$ cat config.mk
export PLATFORM = sky130hd
export DESIGN_NAME = bitmask_alu
export DESIGN_NICKNAME = d
export VERILOG_FILES = /design/src/rtl/byte_alu_pkg.sv /design/src/rtl/bit_mask_gen.sv /design/src/rtl/operand_sel.sv /design/src/rtl/alu_core.sv /design/src/rtl/flag_reg.sv /design/src/rtl/bitmask_alu.sv
export SDC_FILE = /design/constraint.sdc
export NUM_CORES = 1
export LEC_CHECK = 0
export BUFFER_PORTS_ARGS = -buffer_cell sky130_fd_sc_hd__buf_2
export CAP_MARGIN = 20
export CORE_UTILIZATION = 56
export CTS_BUF_LIST = sky130_fd_sc_hd__clkbuf_8
export DETAILED_ROUTE_END_ITERATION = 6
export GPL_ROUTABILITY_DRIVEN = 0
export PLACE_DENSITY = 0.84
export SLEW_MARGIN = 25
export SYNTH_ARGS = -nofsm -noshare
export SYNTH_HDL_FRONTEND = slang
export SYNTH_HIERARCHICAL = 1
export SYNTH_SLANG_ARGS = --single-unit
$ cat constraint.sdc
create_clock -name clk -period 4 [get_ports clk]
set_clock_uncertainty 0.1 [all_clocks]
set_input_delay 0 -clock clk [delete_from_list [all_inputs] [get_ports clk]]
set_output_delay 0 -clock clk [all_outputs]
set_load 0.01 [all_outputs]
$ cat src/rtl/byte_alu_pkg.sv
package byte_alu_pkg;

    localparam int DATA_W = 8;
    localparam int IDX_W  = $clog2(DATA_W);
    localparam int OP_W   = 4;
    localparam int SEL_W  = 2;

    typedef enum logic [OP_W-1:0] {
        OP_ADD  = 4'b0000,
        OP_AND  = 4'b0001,
        OP_OR   = 4'b0010,
        OP_XOR  = 4'b0011,
        OP_COM  = 4'b0100,
        OP_RRC  = 4'b0101,
        OP_RLC  = 4'b0110,
        OP_SWAP = 4'b0111,
        OP_SUB  = 4'b1000
    } alu_op_e;

    typedef enum logic [SEL_W-1:0] {
        ASRC_WORK = 2'b00,
        ASRC_FILE = 2'b01,
        ASRC_LIT  = 2'b10,
        ASRC_MASK = 2'b11
    } a_src_e;

    typedef enum logic [SEL_W-1:0] {
        BSRC_WORK = 2'b00,
        BSRC_FILE = 2'b01,
        BSRC_LIT  = 2'b10,
        BSRC_ONE  = 2'b11
    } b_src_e;

    typedef struct packed {
        logic [DATA_W-1:0] value;
        logic              carry;
        logic              carry_ok;
    } alu_res_t;

    // Nibble exchange for any even width
    function automatic logic [DATA_W-1:0] half_swap(input logic [DATA_W-1:0] v);
        return {v[DATA_W/2-1:0], v[DATA_W-1:DATA_W/2]};
    endfunction

endpackage

$ cat src/rtl/bit_mask_gen.sv
module bit_mask_gen
    import byte_alu_pkg::*;
#(
    parameter int WIDTH = DATA_W,
    localparam int SEL = $clog2(WIDTH)
) (
    input  logic [SEL-1:0]   idx,
    input  logic             invert,
    output logic [WIDTH-1:0] mask
);
    for (genvar i = 0; i < WIDTH; i++) begin : g_bit
        assign mask[i] = (idx == SEL'(i)) ^ invert;
    end
endmodule

$ cat src/rtl/operand_sel.sv
module operand_sel
    import byte_alu_pkg::*;
#(
    parameter int WIDTH = DATA_W
) (
    input  a_src_e           a_src,
    input  b_src_e           b_src,
    input  logic [WIDTH-1:0] work_reg,
    input  logic [WIDTH-1:0] file_bus,
    input  logic [WIDTH-1:0] literal,
    input  logic [WIDTH-1:0] mask,
    output logic [WIDTH-1:0] opnd_a,
    output logic [WIDTH-1:0] opnd_b
);
    always_comb begin
        case (a_src)
            ASRC_WORK: opnd_a = work_reg;
            ASRC_FILE: opnd_a = file_bus;
            ASRC_LIT:  opnd_a = literal;
            default:   opnd_a = mask;
        endcase
    end

    always_comb begin
        case (b_src)
            BSRC_WORK: opnd_b = work_reg;
            BSRC_FILE: opnd_b = file_bus;
            BSRC_LIT:  opnd_b = literal;
            default:   opnd_b = WIDTH'(1);
        endcase
    end
endmodule

$ cat src/rtl/alu_core.sv
module alu_core
    import byte_alu_pkg::*;
#(
    parameter int WIDTH = DATA_W
) (
    input  alu_op_e          op,
    input  logic [WIDTH-1:0] a,
    input  logic [WIDTH-1:0] b,
    input  logic             carry_in,
    output alu_res_t         res
);
    logic [WIDTH:0] sum;
    logic [WIDTH:0] diff;

    always_comb begin
        sum  = {1'b0, a} + {1'b0, b};
        diff = {1'b0, a} - {1'b0, b};
        res  = '0;
        case (op)
            OP_ADD: begin
                res.value    = sum[WIDTH-1:0];
                res.carry    = sum[WIDTH];
                res.carry_ok = 1'b1;
            end
            OP_SUB: begin
                res.value    = diff[WIDTH-1:0];
                res.carry    = ~diff[WIDTH];
                res.carry_ok = 1'b1;
            end
            OP_AND:  res.value = a & b;
            OP_OR:   res.value = a | b;
            OP_XOR:  res.value = a ^ b;
            OP_COM:  res.value = ~a;
            OP_SWAP: res.value = half_swap(a);
            OP_RRC: begin
                res.value    = {carry_in, a[WIDTH-1:1]};
                res.carry    = a[0];
                res.carry_ok = 1'b1;
            end
            OP_RLC: begin
                res.value    = {a[WIDTH-2:0], carry_in};
                res.carry    = a[WIDTH-1];
                res.carry_ok = 1'b1;
            end
            default: res = '0;
        endcase
    end
endmodule

$ cat src/rtl/flag_reg.sv
module flag_reg
    import byte_alu_pkg::*;
#(
    parameter int WIDTH = DATA_W
) (
    input  logic             clk,
    input  logic             rst,
    input  logic             z_wr,
    input  logic             c_wr,
    input  logic [WIDTH-1:0] result,
    input  logic             carry_new,
    input  logic             carry_ok,
    output logic             z_flag,
    output logic             c_flag
);
    always_ff @(posedge clk) begin
        if (rst) begin
            z_flag <= 1'b0;
            c_flag <= 1'b0;
        end else begin
            if (z_wr)
                z_flag <= (result == '0);
            if (c_wr && carry_ok)
                c_flag <= carry_new;
        end
    end

    assert_z_hold_R8: assert property (@(posedge clk) disable iff (rst)
        !z_wr |=> $stable(z_flag));

    assert_c_hold_R9: assert property (@(posedge clk) disable iff (rst)
        !(c_wr && carry_ok) |=> $stable(c_flag));

    assert_reset_clear_R11: assert property (@(posedge clk)
        rst |=> (!z_flag && !c_flag));
endmodule

$ cat src/rtl/bitmask_alu.sv
module bitmask_alu
    import byte_alu_pkg::*;
(
    input  logic              clk,
    input  logic              rst,
    input  logic [DATA_W-1:0] work_reg,
    input  logic [DATA_W-1:0] file_bus,
    input  logic [DATA_W-1:0] literal,
    input  logic [IDX_W-1:0]  bit_idx,
    input  logic [SEL_W-1:0]  a_src,
    input  logic [SEL_W-1:0]  b_src,
    input  logic [OP_W-1:0]   op,
    input  logic              mask_inv,
    input  logic              z_wr,
    input  logic              c_wr,
    output logic [DATA_W-1:0] result,
    output logic              z_flag,
    output logic              c_flag
);
    logic [DATA_W-1:0] mask;
    logic [DATA_W-1:0] opnd_a;
    logic [DATA_W-1:0] opnd_b;
    alu_res_t          core_out;

    bit_mask_gen #(.WIDTH(DATA_W)) u_mask (
        .idx    (bit_idx),
        .invert (mask_inv),
        .mask   (mask)
    );

    operand_sel #(.WIDTH(DATA_W)) u_sel (
        .a_src    (a_src_e'(a_src)),
        .b_src    (b_src_e'(b_src)),
        .work_reg (work_reg),
        .file_bus (file_bus),
        .literal  (literal),
        .mask     (mask),
        .opnd_a   (opnd_a),
        .opnd_b   (opnd_b)
    );

    alu_core #(.WIDTH(DATA_W)) u_core (
        .op       (alu_op_e'(op)),
        .a        (opnd_a),
        .b        (opnd_b),
        .carry_in (c_flag),
        .res      (core_out)
    );

    flag_reg #(.WIDTH(DATA_W)) u_flags (
        .clk       (clk),
        .rst       (rst),
        .z_wr      (z_wr),
        .c_wr      (c_wr),
        .result    (core_out.value),
        .carry_new (core_out.carry),
        .carry_ok  (core_out.carry_ok),
        .z_flag    (z_flag),
        .c_flag    (c_flag)
    );

    assign result = core_out.value;

    assert_mask_onehot_R7: assert property (@(posedge clk) disable iff (rst)
        (a_src == ASRC_MASK && !mask_inv) |-> $onehot(opnd_a));

    assert_mask_inv_R7: assert property (@(posedge clk) disable iff (rst)
        (a_src == ASRC_MASK && mask_inv) |-> ($countones(opnd_a) == DATA_W-1));

    assert_rrc_carry_R4: assert property (@(posedge clk) disable iff (rst)
        (c_wr && op == OP_RRC) |=> (c_flag == $past(opnd_a[0])));

    assert_rlc_carry_R4: assert property (@(posedge clk) disable iff (rst)
        (c_wr && op == OP_RLC) |=> (c_flag == $past(opnd_a[DATA_W-1])));

    assert_unused_zero_R10: assert property (@(posedge clk) disable iff (rst)
        (op[3] && op[2:0] != 3'b000) |-> (result == '0));
endmodule

==> flow_summary.ini <==
[floorplanning]
io_pins = 50
die-area_sq_mm = 0.00387
die_h_um = 62.2
core_area_sq_mm = 0.00342
start_util_pct = 59.4
die_x_um = 62.2
rows = 21

[sta]
tns_ps = 0
worstMarginPinSlew_ps = 594
period_minus_slack_ps = 3440
hold_viol_final = 0
rsz0062_at_grt = false
period_share_pct = 85.9
layout_setup_ws_ps = 564
slew_headroom_pct = 60.4
fmaxAchievable_mhz = 291
drv_slew = 0
setup_violations = 0

[global_routing]
grt_usage_pct = 30.0
grt_max_degree = 32
grt_pass1_wl_um = 9450
antenna_found_initial = 0
grt_overflow_total = 0
grt_pass1_vias = 2123

[clocking]
cts_setup_buffers = 0
cts-root-buf = clkbuf_8
cts_tree = done
clockBufferDepth = 2
clk-insertion-delay-late_ps = 210
htreeDepth = 1
cts_sinks = 2
cts_made_buffers = 3
cts_resized = 0
cts-hold-fix-buffers = 3
clk_pin_slew_ps = 30

[worst_setup_path]
crit_slowest_cell = mux4_2
end_kind = register
critPathMaxFanout = 8
arrival_ps = 3430
cp_common_cell = a21oi_1
timing_worst_setup_path_type = in2reg
worstSetupStartpointType = primary input
critical_path.max_stage_delay_ps = 570
crit_required_ps = 3990
path_cells = buf_2 -> nor3_1 -> xor2_1 -> mux4_2 -> inv_1 -> ha_1 -> inv_1 -> fa_1 -> nand2b_1 -> a21oi_1 -> a21oi_1 -> nor4_1 -> a311oi_1 -> o21ai_1 -> nand3_1 -> a21oi_1 -> dlygate4sd3_1

[power]
p_leak_nw = 1.05
vdd_drop_max_mv = 0.0830
p_per_area_mw_per_mm2 = 215

[logic_synthesis]
yosys_most_used_dff = dfxtp_1
ys_ff_latch = 2
synth-edff-count = 0
synth_nets = 335
async_reset_ff_share_pct = 0
syn_avg_cell_area_sq_um = 7.54
postSynthCellCount = 269
ys_seq_area_share_pct = 1.97
synthesis.area_sq_mm = 0.00203
synth_cell_types = 52
yosys_warnings = 6

[cells_and_area]
nets = 374
post-route-util_pct = 67.4
area_growth_pct = 13.5
drive_gt1_share_pct = 22.5
n_antenna_cell = 0

[drt]
post_drt_via_cell_ratio = 6.36
drc = 0
final_antenna_net_count = 0
dr.pass1.iters = 4
finalWirelength_um = 5740
dr.first_iter.drc_count = 153
wl_per_cell_um = 16.3
num_vias = 2238

[job]
max-cap-violations = 0

[min_path]
hp-class = reg2reg

[place]
dp_hpwl_um = 4480
dp_slack_ps = 591
numPortBuffers = 49

[outcome]
status = complete, no violations
## state kept, by name, indices dropped and copies added, names as in the netlist
register and cells:
u_flags/c_flag 1, u_flags/z_flag 1
## final cells by class
cell class | count | area (sq um)
Tap cell | 46 | 57.6
Multi-Input combinational cell | 223 | 1790
Fill cell | 314 | 1110
Clock buffer | 3 | 41.3
Inverter | 26 | 97.6
Sequential cell | 2 | 40.0
Timing Repair Buffer | 52 | 275
## where the power goes
part           leakage, nW  internal (mW)  switching [mW]
Clock               0.0216         0.0637          0.0169
Combinational         1.02          0.167           0.227
Sequential          0.0162         0.0208        0.000405
## metal layers
metal / global-route usage [%] / wire, um / up-vias / part of all wire, %
met5: 0 / 0 / - / 0
met4: 12.8 / 146 / 0 / 2.5
met3: 4.41 / 483 / 18 / 8.4
met2: 52.7 / 2720 / 122 / 47
met1: 36.2 / 2390 / 1030 / 42
li1: - / - / 1068 / -
## cells by family (layout without fill, tap and decap cells)
logic type | after synthesis | in the layout | share of synthesized area, %
buf+inv | 44 | 81 | 9.74
xor+xnor | 13 | 13 | 5.61
mux | 26 | 26 | 20.3
fa+ha+maj | 26 | 26 | 16.8
simple gates | 72 | 72 | 17.4
flops | 2 | 2 | 1.97
compound gates | 86 | 86 | 28.1
## final timing paths
kind,startpoint,slack (ps),end,depth (start not counted)
min,u_flags/z_flag,340,u_flags/z_flag,2
min reg2reg,u_flags/z_flag,340,u_flags/z_flag,2
max reg2reg,u_flags/c_flag,2250,u_flags/z_flag,8
max,bit_idx[2],560,u_flags/c_flag,17
## cells in the mapped netlist, drive strengths merged, types with 2 or more instances
library cell  number  area [sq um]
o31ai              2          20.0
dfxtp              2          40.0
buf               14          83.8
nand4              2          12.5
o22ai              5          31.3
a21oi             25           125
clkbuf             4          16.3
xor2               5          43.8
ha                24           300
a22o               3          26.3
xnor2              8          70.1
inv               26          97.6
nor2              21          78.8
a22oi              3          22.5
nand2             19          71.3
a211oi             4          30.0
mux4              12           270
o211ai             3          22.5
nor3b              4          30.0
o2bb2ai            9          78.8
nor3               5          30.0
a311oi             2          17.5
nand3b             3          22.5
o21ai             19          95.1
fa                 2          40.0
mux2               2          22.5
a21o               2          15.0
mux2i             12           120
nand2b             4          25.0
nor2b              6          37.5
nor4               2          12.5
nand3              4          20.0
## layout by cell type, fill, tap and decap left out, types with 4 or more instances in the layout
cell type,count
a21oi_1,25
o21ai_1,11
xnor2_1,8
ha_1,24
xor2_1,5
inv_1,25
o2bb2ai_1,9
nand2_1,19
mux4_2,12
nand3_1,4
o22ai_1,5
o21ai_0,8
nor2b_1,6
nor3_1,4
a211oi_1,4
nor3b_1,4
mux2i_1,12
buf_2,49
nand2b_1,4
nor2_1,21
## worst max-delay path, delay by kind of cell
| kind | cells | cell delay, ps |
|---|---|---|
| compound gates | 5 | 840 |
| buf+inv | 4 | 870 |
| simple gates | 4 | 500 |
| xor+xnor | 1 | 90 |
| mux | 1 | 570 |
| fa+ha+maj | 2 | 560 |
## per-stage QoR
step	total power, mW	area (sq um)	hold WS (ps)	cells
finish	0.495	2300	339	352
global route	0.534	2300	352	352
CTS	0.487	2300	344	352
detailed placement	0.403	2230	98.9	346
global placement	0.396	2230	93.6	346
floorplan	0.310	2030	-30.9	269
Power figures use the tool's default switching activity.
